**src/rtl/port_stat_pkg.sv**
```systemverilog
package port_stat_pkg;
  typedef enum logic [2:0] {
    PS_IDLE, PS_RESET, PS_RESUME, PS_EOP, PS_RESYNC
  } portSeq_e;

  typedef struct packed {
    logic resetDone;
    logic resumeDone;
  } seqStrobe_t;

  localparam int RST_CHG_BIT  = 20;
  localparam int OC_CHG_BIT   = 19;
  localparam int RSM_CHG_BIT  = 18;
  localparam int OC_STATE_BIT = 2;
  localparam int RSM_BUSY_BIT = 1;
  localparam int RST_BUSY_BIT = 0;

  function automatic int maxOf(input int a, input int b);
    return (a > b) ? a : b;
  endfunction
endpackage

```
**src/rtl/port_seq_ctrl.sv**
```systemverilog
module port_seq_ctrl
  import port_stat_pkg::*;
#(
  parameter int RESET_MS   = 10,
  parameter int RESUME_MS  = 20,
  parameter int RESYNC_MS  = 3,
  parameter int EOP_CYCLES = 80
) (
  input  logic       clk,
  input  logic       rstN,
  input  logic       msTick,
  input  logic       startReset,
  input  logic       startResume,
  output seqStrobe_t strobes,
  output logic       resetBusy,
  output logic       resumeBusy
);
  localparam int CNT_MAX = maxOf(maxOf(RESET_MS, RESUME_MS), maxOf(RESYNC_MS, EOP_CYCLES));
  localparam int CW = $clog2(CNT_MAX + 1);

  portSeq_e st, stNext;
  logic [CW-1:0] cnt, cntNext;

  always_comb begin
    stNext  = st;
    cntNext = cnt;
    strobes = '0;
    if (startReset) begin
      stNext  = PS_RESET;
      cntNext = '0;
    end else begin
      case (st)
        PS_IDLE: if (startResume) begin
          stNext  = PS_RESUME;
          cntNext = '0;
        end
        PS_RESET: if (msTick) begin
          if (cnt == CW'(RESET_MS - 1)) begin
            stNext = PS_IDLE;
            cntNext = '0;
            strobes.resetDone = 1'b1;
          end else cntNext = cnt + 1'b1;
        end
        PS_RESUME: if (msTick) begin
          if (cnt == CW'(RESUME_MS - 1)) begin
            stNext = PS_EOP;
            cntNext = '0;
          end else cntNext = cnt + 1'b1;
        end
        PS_EOP: begin
          if (cnt == CW'(EOP_CYCLES - 1)) begin
            stNext = PS_RESYNC;
            cntNext = '0;
          end else cntNext = cnt + 1'b1;
        end
        PS_RESYNC: if (msTick) begin
          if (cnt == CW'(RESYNC_MS - 1)) begin
            stNext = PS_IDLE;
            cntNext = '0;
            strobes.resumeDone = 1'b1;
          end else cntNext = cnt + 1'b1;
        end
        default: begin
          stNext  = PS_IDLE;
          cntNext = '0;
        end
      endcase
    end
  end

  always_ff @(posedge clk) begin
    if (!rstN) begin
      st  <= PS_IDLE;
      cnt <= '0;
    end else begin
      st  <= stNext;
      cnt <= cntNext;
    end
  end

  assign resetBusy  = (st == PS_RESET);
  assign resumeBusy = (st == PS_RESUME) || (st == PS_EOP) || (st == PS_RESYNC);

  // a reset can only finish on a tick while the reset phase is active
  p_reset_done_tick_r1: assert property (@(posedge clk) disable iff (!rstN)
    strobes.resetDone |-> (msTick && resetBusy));
  // a resume can only finish on a tick while the resume is active
  p_resume_done_tick_r2: assert property (@(posedge clk) disable iff (!rstN)
    strobes.resumeDone |-> (msTick && resumeBusy));
  // a reset command always leaves the block in the reset phase
  p_reset_aborts_r9: assert property (@(posedge clk) disable iff (!rstN)
    startReset |=> (resetBusy && !resumeBusy));
endmodule

```
**src/rtl/port_flag_dp.sv**
```systemverilog
module port_flag_dp
  import port_stat_pkg::*;
(
  input  logic        clk,
  input  logic        rstN,
  input  seqStrobe_t  strobes,
  input  logic        resetBusy,
  input  logic        resumeBusy,
  input  logic        ovrCurIn,
  input  logic        globalOcMode,
  input  logic        regWrEn,
  input  logic [31:0] regWrData,
  output logic [31:0] regRdData
);
  logic rstChg, ocChg, rsmChg, ocState;
  logic wrRst, wrOc, wrRsm, ocEvent;
  logic unusedWrBits;

  assign wrRst   = regWrEn && regWrData[RST_CHG_BIT];
  assign wrOc    = regWrEn && regWrData[OC_CHG_BIT];
  assign wrRsm   = regWrEn && regWrData[RSM_CHG_BIT];
  assign ocEvent = (ovrCurIn != ocState) && !globalOcMode;
  assign unusedWrBits = ^{regWrData[31:21], regWrData[17:0]};

  always_ff @(posedge clk) begin
    if (!rstN) begin
      rstChg  <= 1'b0;
      ocChg   <= 1'b0;
      rsmChg  <= 1'b0;
      ocState <= 1'b0;
    end else begin
      ocState <= ovrCurIn;
      if (strobes.resetDone) rstChg <= 1'b1;
      else if (wrRst)        rstChg <= 1'b0;
      if (ocEvent)           ocChg  <= 1'b1;
      else if (wrOc)         ocChg  <= 1'b0;
      if (strobes.resetDone)       rsmChg <= 1'b0;
      else if (strobes.resumeDone) rsmChg <= 1'b1;
      else if (wrRsm)              rsmChg <= 1'b0;
    end
  end

  always_comb begin
    regRdData = '0;
    regRdData[RST_CHG_BIT]  = rstChg;
    regRdData[OC_CHG_BIT]   = ocChg;
    regRdData[RSM_CHG_BIT]  = rsmChg;
    regRdData[OC_STATE_BIT] = ocState;
    regRdData[RSM_BUSY_BIT] = resumeBusy;
    regRdData[RST_BUSY_BIT] = resetBusy;
  end

  // a reset completion sets its flag even under a same-cycle clear
  p_set_wins_r5: assert property (@(posedge clk) disable iff (!rstN)
    strobes.resetDone |=> rstChg);
  // reset completion wipes the resume-done flag
  p_reset_clears_resume_r6: assert property (@(posedge clk) disable iff (!rstN)
    strobes.resetDone |=> !rsmChg);
  // a write-1 with no competing event clears the over-current flag
  p_w1c_oc_r4: assert property (@(posedge clk) disable iff (!rstN)
    (wrOc && !ocEvent) |=> !ocChg);
  // without a write-1 the flag is held
  p_write0_holds_r4: assert property (@(posedge clk) disable iff (!rstN)
    (ocChg && !wrOc) |=> ocChg);
  // global over-current mode never raises the per-port flag
  p_global_oc_r3: assert property (@(posedge clk) disable iff (!rstN)
    (globalOcMode && !ocChg) |=> !ocChg);
endmodule

```
**src/rtl/port_status_change.sv**
```systemverilog
module port_status_change
  import port_stat_pkg::*;
#(
  parameter int RESET_MS   = 10,
  parameter int RESUME_MS  = 20,
  parameter int RESYNC_MS  = 3,
  parameter int EOP_CYCLES = 80
) (
  input  logic        clk,
  input  logic        rstN,
  input  logic        msTick,
  input  logic        ovrCurIn,
  input  logic        globalOcMode,
  input  logic        startReset,
  input  logic        startResume,
  input  logic        regWrEn,
  input  logic [31:0] regWrData,
  output logic [31:0] regRdData
);
  seqStrobe_t strobes;
  logic resetBusy, resumeBusy;

  port_seq_ctrl #(
    .RESET_MS(RESET_MS), .RESUME_MS(RESUME_MS),
    .RESYNC_MS(RESYNC_MS), .EOP_CYCLES(EOP_CYCLES)
  ) u_ctrl (
    .clk(clk), .rstN(rstN), .msTick(msTick),
    .startReset(startReset), .startResume(startResume),
    .strobes(strobes), .resetBusy(resetBusy), .resumeBusy(resumeBusy)
  );

  port_flag_dp u_dp (
    .clk(clk), .rstN(rstN), .strobes(strobes),
    .resetBusy(resetBusy), .resumeBusy(resumeBusy),
    .ovrCurIn(ovrCurIn), .globalOcMode(globalOcMode),
    .regWrEn(regWrEn), .regWrData(regWrData), .regRdData(regRdData)
  );
endmodule

```
**config.mk**
```make
export PLATFORM = sky130hd
export DESIGN_NAME = port_status_change
export DESIGN_NICKNAME = d
export VERILOG_FILES = /design/src/rtl/port_stat_pkg.sv /design/src/rtl/port_seq_ctrl.sv /design/src/rtl/port_flag_dp.sv /design/src/rtl/port_status_change.sv
export SDC_FILE = /design/constraint.sdc
export NUM_CORES = 1
export LEC_CHECK = 0
export BUFFER_PORTS_ARGS = -buffer_cell sky130_fd_sc_hd__buf_2
export CAP_MARGIN = 20
export CORE_ASPECT_RATIO = 0.7
export CORE_MARGIN = 4
export CORE_UTILIZATION = 42
export CTS_BUF_LIST = sky130_fd_sc_hd__clkbuf_4 sky130_fd_sc_hd__clkbuf_8 sky130_fd_sc_hd__clkbuf_16
export DETAILED_ROUTE_END_ITERATION = 10
export PLACE_DENSITY = 0.9
export SLEW_MARGIN = 20
export SYNTH_ARGS = -nofsm -noshare
export SYNTH_HDL_FRONTEND = slang
export SYNTH_HIERARCHICAL = 1
export SYNTH_SLANG_ARGS = --single-unit
```
**constraint.sdc**
```tcl
create_clock -name clk -period 2.37 [get_ports clk]
set_input_delay 0.474 -clock clk [delete_from_list [all_inputs] [get_ports clk]]
set_output_delay 0.474 -clock clk [all_outputs]
set_load 0.02 [all_outputs]
```
## Word level (Yosys, flattened, before mapping)

Index checks and enable logic that the tools add are counted.

| word-level totals | value |
|---|---|
| logic and storage cells | 82 |
| output and inout port bits | 32 |
| input bits | 40 |
| register bits after elaboration | 14 |

| cells by class | value |
|---|---|
| add/subtract/negate cells | 1 |
| reductions and logical operators | 16 |
| mux-type cells | 32 |
| eq/ne operators | 25 |
| bitwise logic cells | 1 |

Operators with widths:

| operator | number |
|---|---|
| 2-to-1 mux 7 bit | 8 |
| one-hot mux 7 bit (5 select lines) | 1 |
| 2-to-1 mux 3 bit | 8 |
| AND reduction 8 bit | 2 |
| one-hot mux 3 bit (5 select lines) | 1 |
| 2-to-1 mux 1 bit | 13 |
| != test 3 x 2 -> 1 bit, second input constant | 4 |
| != test 3 bit, second input constant | 4 |
| != test 2 x 1 -> 1 bit, second input constant | 4 |
| != test 2 bit, second input constant | 4 |
| adder 7 x 1 -> 7 bit, second input constant | 1 |
| == test 7 x 2 -> 1 bit, second input constant | 1 |
| == test 7 x 4 -> 1 bit, second input constant | 1 |
| == test 7 x 5 -> 1 bit, second input constant | 1 |
| == test 7 bit, second input constant | 1 |
| == test 3 x 2 -> 1 bit, second input constant | 2 |
| nonzero test 2 bit | 3 |
| logical AND 1 bit | 4 |
| AND reduction 4 bit | 1 |
| OR reduction 2 bit | 2 |
| == test 3 x 1 -> 1 bit, second input constant | 1 |
| == test 3 bit, second input constant | 1 |
| logical NOT 3 bit | 1 |
| logical OR 1 bit | 2 |
| 4 further kinds | 4 |

## Depth between registers and ports, before layout

Gate-level depths: netlist of the first run.

| depth | value |
|---|---|
| depth after elaboration | 6 |
| gate-level depth with buffers | 6 |

## Cells and area by module

Netlist of the first run, hierarchy kept.

By module, submodules not included:

| module | cells an instance | times used | area an instance (µm²) |
|---|---|---|---|
| port_seq_ctrl | 94 | 1 | 745.7 |
| port_flag_dp | 47 | 1 | 396.6 |

## Worst setup path before layout of the first run

Ideal clock, no wire load.

| path | value |
|---|---|
| path type | register -> register |
| from | reg u_ctrl.cnt[0] |
| to | reg u_ctrl.st[2] |
| required time | 2.297 ns |
| arrival time | 1.695 ns |
| clock period less this slack | 1.768 ns |
| library setup time | 0.073 ns |
| setup slack | 0.602 ns |
| stages on the path, launching flop included | 6 |
| cell sequence | dfxtp_1 ha_1 nand3_1 or4_4 or4_1 mux2i_1 |

| between the ends | value |
|---|---|
| word-level cells in the longest chain between the ends | 3 |
| elaborated cells on any way between the ends | 9 |
| those cells by class | 8 x eq/ne; 1 x reduce/logical |

Ends and longest elaborated chain:

| what | line | text |
|---|---|---|
| start, declared | port_seq_ctrl.sv:22 | `logic [CW-1:0] cnt, cntNext;` |
| start signal, assigned | port_seq_ctrl.sv:77 | `cnt <= cntNext;` |
| == test 7 x 5 -> 1 bit, or another cell as far along | port_seq_ctrl.sv:45 | `if (cnt == CW'(RESUME_MS - 1)) begin` |
| != test 2 x 1 -> 1 bit (no source line) | -- |  |
| AND reduction 8 bit (no source line) * | -- |  |
| end signal, assigned | port_seq_ctrl.sv:76 | `st <= stNext;` |
| end, declared | port_seq_ctrl.sv:21 | `portSeq_e st, stNext;` |

Mark *: on every way between the ends. The rest lies on a longest branch, timed or not.
A chain may end at the register's enable or synchronous reset.

## Worst setup path in the final report of the first run

| path | value |
|---|---|
| from | reg u_ctrl.st[0] |
| to | reg u_ctrl.cnt[5] |

| between the ends | value |
|---|---|
| word-level cells in the longest chain between the ends | 3 |
| elaborated cells on any way between the ends | 11 |
| those cells by class | 8 x eq/ne; 1 x mux; 2 x reduce/logical |

Ends and longest elaborated chain:

| what | line | text |
|---|---|---|
| == test 3 x 2 -> 1 bit, or another cell as far along | port_seq_ctrl.sv:32 | `case (st)` |
| != test 2 bit (no source line) | -- |  |
| AND reduction 4 bit (no source line) | -- |  |

Parallel ways exist; a longest one is shown, timed or not.

==> results of run 1 <==
[worst max-delay path, cell delays in order, from the launching register on]
cell and delay [ns]:
dfxtp_1 0.49, mux2i_1 0.12, a211o_1 0.50, or4_1 0.56, a32oi_1 0.17
[sequential cells by signal, summed over array words and instances (netlist names)]
register / flops
u_ctrl/cnt: 7
u_ctrl/st: 3
u_dp/ocChg: 1
u_dp/ocState: 1
u_dp/rsmChg: 1
u_dp/rstChg: 1
[final cells by class]
cell class                 instances  area [µm²]  area share (%)
timing repair buffer              17        87.6            7.68
multi-input combinational        105         652            57.1
clock buffer                       3        41.3            3.62
inverter                          10        37.5            3.29
tap                               34        42.5            3.73
sequential                        14         280            24.6
[report_power, final]
part,internal [mW],switching (mW)
combinational,0.0417,0.0988
clock,0.112,0.0819
sequential,0.245,0.0133
[synth_stat cells (all sizes together), types with 2 or more instances]
cell type and count:
a31oi 5, o21ai 7, nor2 4, or4 3, inv 10, nor4 2
a21boi 2, or3 5, nand4 2, or3b 2, nor4b 2, nand3 8
a32oi 4, mux2i 2, ha 3, dfxtp 14, buf 36, nand2b 2
nand2 4, nor3 2, nor2b 2
[layer usage]
layer	global-route usage, %	share of wire, %	vias to the layer above
li1	-	-	467
met1	16.0	44	428
met2	17.7	44	37
met3	5.21	11	5
met4	5.41	1.1	0
met5	0	0	-
[cells by family (layout without fill, tap and decap cells)]
kind of cell,count (synthesis),in the layout
other,1,26
AOI/OAI and AO/OA,29,29
and+or+nand+nor,42,42
muxes,3,3
adders and majority gates,3,3
DFF,14,14
buffers and inverters,47,30
xor gates and xnor gates,2,2
[final timing paths]
kind | endpoint | startpoint | cells past startpoint | slack (ns)
max | u_ctrl/cnt[5] | u_ctrl/st[0] | 4 | 0.44
min | u_dp/ocState | ovrCurIn | 2 | 0.48
max reg2reg | u_ctrl/cnt[5] | u_ctrl/st[0] | 4 | 0.44
min reg2reg | u_dp/ocChg | u_dp/ocChg | 1 | 0.49
[placed cells by master (no fill, tap or decap), drive strengths merged, types with 3 or more instances in the layout]
| cell type | n |
|---|---|
| inv | 10 |
| ha | 3 |
| nand3 | 8 |
| a31oi | 5 |
| dfxtp | 14 |
| conb | 26 |
| or3 | 5 |
| a32oi | 4 |
| or4 | 3 |
| buf | 17 |
| nor2 | 4 |
| o21ai | 7 |
| nand2 | 4 |
| clkbuf | 3 |
==> flow_summary.toml, run 1 <==
[outcome]
status = "completed"

[power_and_ir_drop]
p_per_area_mw_per_mm2 = 520
p_leak_nw = 0.462
total_power_mw = 0.593
ir_drop_v = 0.000261

[placed_design]
port_buffers = 16
dpl.hpwl_um = 1810
placed_area_mm2 = 0.00110
dp_worst_setup_slack_ns = 0.389
place_congestion = 0.936
dp_cells = 180

[clock_network]
ctsResizeCount = 0
cts_buffers = 3
clockBufferDepth = 2
post_cts.repair.setup_buffers = 0
path_clk_slew_ns = 0.06
hold_buffers = 0
cts_sinks = 14
insertion_delay_ns = 0.25
cts_max_level = 1
cts_tree = "yes"
cts_root_buf = "clkbuf_8"

[worst_hold_path]
hp-class = "in -> reg"

[drt]
wl_per_cell_um = 12.6
drt_iter0_markers = 92
drc = 0
detail_route.first_pass.iterations = 4
num_vias = 937
ant_nets = 0
routed_wl_um = 2300
vias_per_cell = 5.12

[floorplan]
die_y_um = 51.6
io_pins = 72
coreArea_mm2 = 0.00253
num_rows = 15
start_util_pct = 45.1
dieWidth_um = 70.3
die-area_mm2 = 0.00363

[global_routing]
first_global_vias = 780
grt_max_degree = 18
antenna_found_initial = 0
grt_pass1_wl_um = 3460
grt_use_total_pct = 12.3
grt_overflow = 0

[timing]
setup_violations = 0
worst_slack_ns = 0.437
hold_viol = 0
setup_tns_ns = 0
slew_headroom_pct = 63.5
period_share_pct = 81.6
worstMarginPinSlew_ns = 0.543
fin_skew_ns = 0.00564
rsz0062_at_grt = "false"
drv_slew = 0
hold_ws_ns = 0.484
fmax_ghz = 0.517
fin_crit_ns = 1.93

[logic_synthesis]
ys_dominant_reg_cell = "dfxtp_1"
syn_inst = 141
synth-xor-area-share_pct = 1.53
synth_edf_count = 0
synth_compound_area_share_pct = 18.3
syn_area_mm2 = 0.00114
yosys.area.top_type = "dfxtp_1"
ys_seq_area_share_pct = 24.5
synthMuxAreaShare_pct = 2.74
synth.area.top_cells = "dfxtp_1 (25%), buf_4 (22%), nand3_1 (3.5%)"
netlist.area_leader.share_pct = 24.5
ys_warn_count = 6
synthSimpleGateAreaFrac_pct = 22.7
ys_async_sr_fraction_pct = 0
ys_seq_elements = 14
synth_cell_types = 45
syn_area_per_cell_um2 = 8.10
synth_top_family_by_area = "buffers and inverters"
synthAdderAreaFrac_pct = 3.29

[finish]
layout-drive-gt1-share_pct = 15.4
design_area_mm2 = 0.00114
nNetsFinal = 194
n_fill_cell = 249
area_growth_pct = -0.110
fin_cells = 183
diodes = 0
post-route-util_pct = 45.0

[run]
maxCapViolations = 0

[setup_path]
end_kind = "flop"
cp_max_fo = 17
path_class = "reg -> reg"
crit_arrival_ns = 2.10
worst_setup_path_start_kind = "flop"
cp.required_ns = 2.53
Note: power is estimated with default switching activity, not from simulation.
==> inputs of run 2 (changes only) <==
--- a/config.mk
+++ b/config.mk
@@ -5,14 +5,15 @@
 export SDC_FILE = /design/constraint.sdc
 export NUM_CORES = 1
 export LEC_CHECK = 0
+export ABC_AREA = 1
 export BUFFER_PORTS_ARGS = -buffer_cell sky130_fd_sc_hd__buf_2
 export CAP_MARGIN = 20
 export CORE_ASPECT_RATIO = 0.7
 export CORE_MARGIN = 4
-export CORE_UTILIZATION = 42
+export CORE_UTILIZATION = 44
 export CTS_BUF_LIST = sky130_fd_sc_hd__clkbuf_4 sky130_fd_sc_hd__clkbuf_8 sky130_fd_sc_hd__clkbuf_16
 export DETAILED_ROUTE_END_ITERATION = 10
-export PLACE_DENSITY = 0.9
+export PLACE_DENSITY = 0.92
 export SLEW_MARGIN = 20
 export SYNTH_ARGS = -nofsm -noshare
 export SYNTH_HDL_FRONTEND = slang
==> constraint.sdc (replaced) <==
create_clock -name clk -period 1.9 [get_ports clk]
set_input_delay 0.38 -clock clk [delete_from_list [all_inputs] [get_ports clk]]
set_output_delay 0.38 -clock clk [all_outputs]
set_load 0.02 [all_outputs]
==> run 2 against run 1 <==
Against the previous run:
- combinational power grew to 4.0 times the previous value
- sequential share of layout area decreased by 2.5 points
- non-clock buffer count unchanged
- final area is 11% higher
- die area increased by 2.8%
- final cell count up 31%
- sequential cell count unchanged
- clock power is 54% higher
- global-route usage increased by 1.8 points
- count of clock-buffer cells in the layout rose by 1
- worst setup slack lost 0.23 ns
- routed wire length increased by 6.6%
- critical path type unchanged
- critical endpoint is now u_ctrl/cnt[3]
==> flow_summary.toml, run 2 <==
[logic_synthesis]
syn_area_mm2 = 0.00124
yosysMostFrequentCell = "nand2_1"
ys_warn_count = 6
synth.area.top_cells = "dfxtp_1 (23%), buf_4 (19%), nand2_1 (12%)"
synth_cell_types = 26
ys_seq_area_share_pct = 22.7
synth_edf_count = 0
yosys.area.top_type = "dfxtp_1"
syn_inst = 192
ys_seq_elements = 14
ys_async_sr_fraction_pct = 0
netlist.area_leader.share_pct = 22.7
ys_top_cells_by_count = "nand2_1 (38), buf_4 (32), nor2_1 (25)"
syn_area_per_cell_um2 = 6.44
ys_dominant_reg_cell = "dfxtp_1"

[timing]
period_share_pct = 89.1
drv_slew = 0
hold_ws_ns = 0.332
fin_skew_ns = 0.000623
hold_viol = 0
setup_violations = 0
rsz0062_at_grt = "false"
fmax_ghz = 0.591
fin_crit_ns = 1.69
setup_tns_ns = 0
worst_slack_ns = 0.208

[placed_design]
dp_cells = 235
place_congestion = 0.888
port_buffers = 16
dp_worst_setup_slack_ns = 0.212
dpl.hpwl_um = 1980
placed_area_mm2 = 0.00121

[finish]
area_growth_pct = 2.83
post-route-util_pct = 49.4
design_area_mm2 = 0.00127
layout_commonest_cell = "nand2_1"
layout-drive-gt1-share_pct = 21.0
nNetsFinal = 249
reg.largest.list = "u_ctrl/cnt: 7 flops, u_ctrl/st: 3 flops"
regMostFlops = "u_ctrl/cnt"
n_fill_cell = 268
fin_cells = 239
mostFrequentLayoutCells = "nand2_1 (38), conb_1 (26), nor2_1 (25)"
largest_reg_flops = 7
diodes = 0

[floorplan]
dieWidth_um = 71.4
num_rows = 15
die_y_um = 52.3
start_util_pct = 48.1
coreArea_mm2 = 0.00257
io_pins = 72
die-area_mm2 = 0.00373

[worst_hold_path]
hp-class = "in -> reg"

[run]
maxCapViolations = 0

[clock_network]
cts_tree = "yes"
clockBufferDepth = 2
insertion_delay_ns = 0.25
post_cts.repair.setup_buffers = 0
cts_buffers = 3
cts_root_buf = "clkbuf_8"
cts_max_level = 1
path_clk_slew_ns = 0.06
cts_sinks = 14

[global_routing]
gr-usage-met3_pct = 4.98
busiest_layer = "met2"
grt_max_degree = 11
grt_overflow = 0
first_global_vias = 904
antenna_found_initial = 0
grt_pass1_wl_um = 4080
grt_use_met2_pct = 20.9
grt_use_total_pct = 14.1
grt_util_met1_pct = 18.9

[setup_path]
path_class = "reg -> reg"
cp_max_fo = 6
cp.required_ns = 2.05
end_kind = "flop"
crit_arrival_ns = 1.84
worst_setup_path_start_kind = "flop"

[power_and_ir_drop]
ir_drop_v = 0.000453
p_per_area_mw_per_mm2 = 963
total_power_mw = 1.22
p_leak_nw = 0.661

[drt]
detail_route.first_pass.iterations = 4
drt_iter0_markers = 60
routed_wl_um = 2460
drc = 0
ant_nets = 0
wl_per_cell_um = 10.3
num_vias = 1077
vias_per_cell = 4.51

[outcome]
status = "completed"
run 2: changes by cell type after synthesis, moves of 4 or more:
| cell | previous run | this run |
|---|---|---|
| a21oi_1 | 0 | 5 |
| o21ai_0 | 6 | 2 |
| nand2_1 | 4 | 38 |
| nand2_2 | 0 | 6 |
| a32oi_1 | 4 | 0 |
| or3_1 | 5 | 0 |
| nand3_1 | 8 | 12 |
| nor2_1 | 4 | 25 |
| a31oi_1 | 5 | 0 |
| nor2_2 | 0 | 4 |
| inv_1 | 10 | 24 |
run 2: kinds of logic (layout without fill, tap and decap cells):
kind of cell	Yosys count	after routing	share of synthesized area, %
AO/OA/AOI/OAI	14	14	7.09
XOR/XNOR	3	3	2.13
adder cells (fa/ha/maj)	3	3	3.04
buffers and inverters	60	48	28.5
flip-flops	14	14	22.7
other	1	26	0.303
AND/OR/NAND/NOR	97	97	36.2
run 2: what timing repair did:
action	in CTS	in global routing
hold buffers	0	0
endpoints found under the hold margin	0	0
endpoints found under the setup margin	0	2
gates resized for setup	0	2
run 2: per-layer routing:
layer	vias to the layer above	part of all wire (%)
li1	565	-
met1	480	47
met2	29	44
met3	3	8.1
met4	0	0.98
met5	-	0
run 2: final timing paths:
check,cells after the start,endpoint,slack [ns],startpoint
setup reg to reg,8,u_ctrl/cnt[3],0.21,u_ctrl/cnt[1]
hold / removal,3,u_dp/ocState,0.33,ovrCurIn
hold reg to reg,2,u_dp/ocChg,0.48,u_dp/ocChg
setup / recovery,8,u_ctrl/cnt[3],0.21,u_ctrl/cnt[1]
run 2: power by group:
group | leakage, nW | total [mW] | internal (mW) | switching [mW]
Clock | 0.0288 | 0.298 | 0.184 | 0.114
Sequential | 0.114 | 0.368 | 0.325 | 0.0432
Combinational | 0.518 | 0.558 | 0.173 | 0.385
Total | 0.661 | 1.22 | 0.682 | 0.542
run 2: critical path, cell delays in order (launching register included):
cell and delay, ns:
dfxtp_1 0.42, ha_2 0.24, nand3_1 0.17, nor2_1 0.16
nor2_1 0.06, nor2_1 0.13, nand3_2 0.19, nand2_4 0.16
nor2_1 0.06
run 2: final cells by class:
type	count	area (µm²)	share of cell area (%)
Clock buffer	4	55.1	4.33
Sequential cell	14	280	22.0
Tap cell	34	42.5	3.35
Timing Repair Buffer	17	87.6	6.89
Inverter	27	101	7.97
Multi-Input combinational cell	143	704	55.4
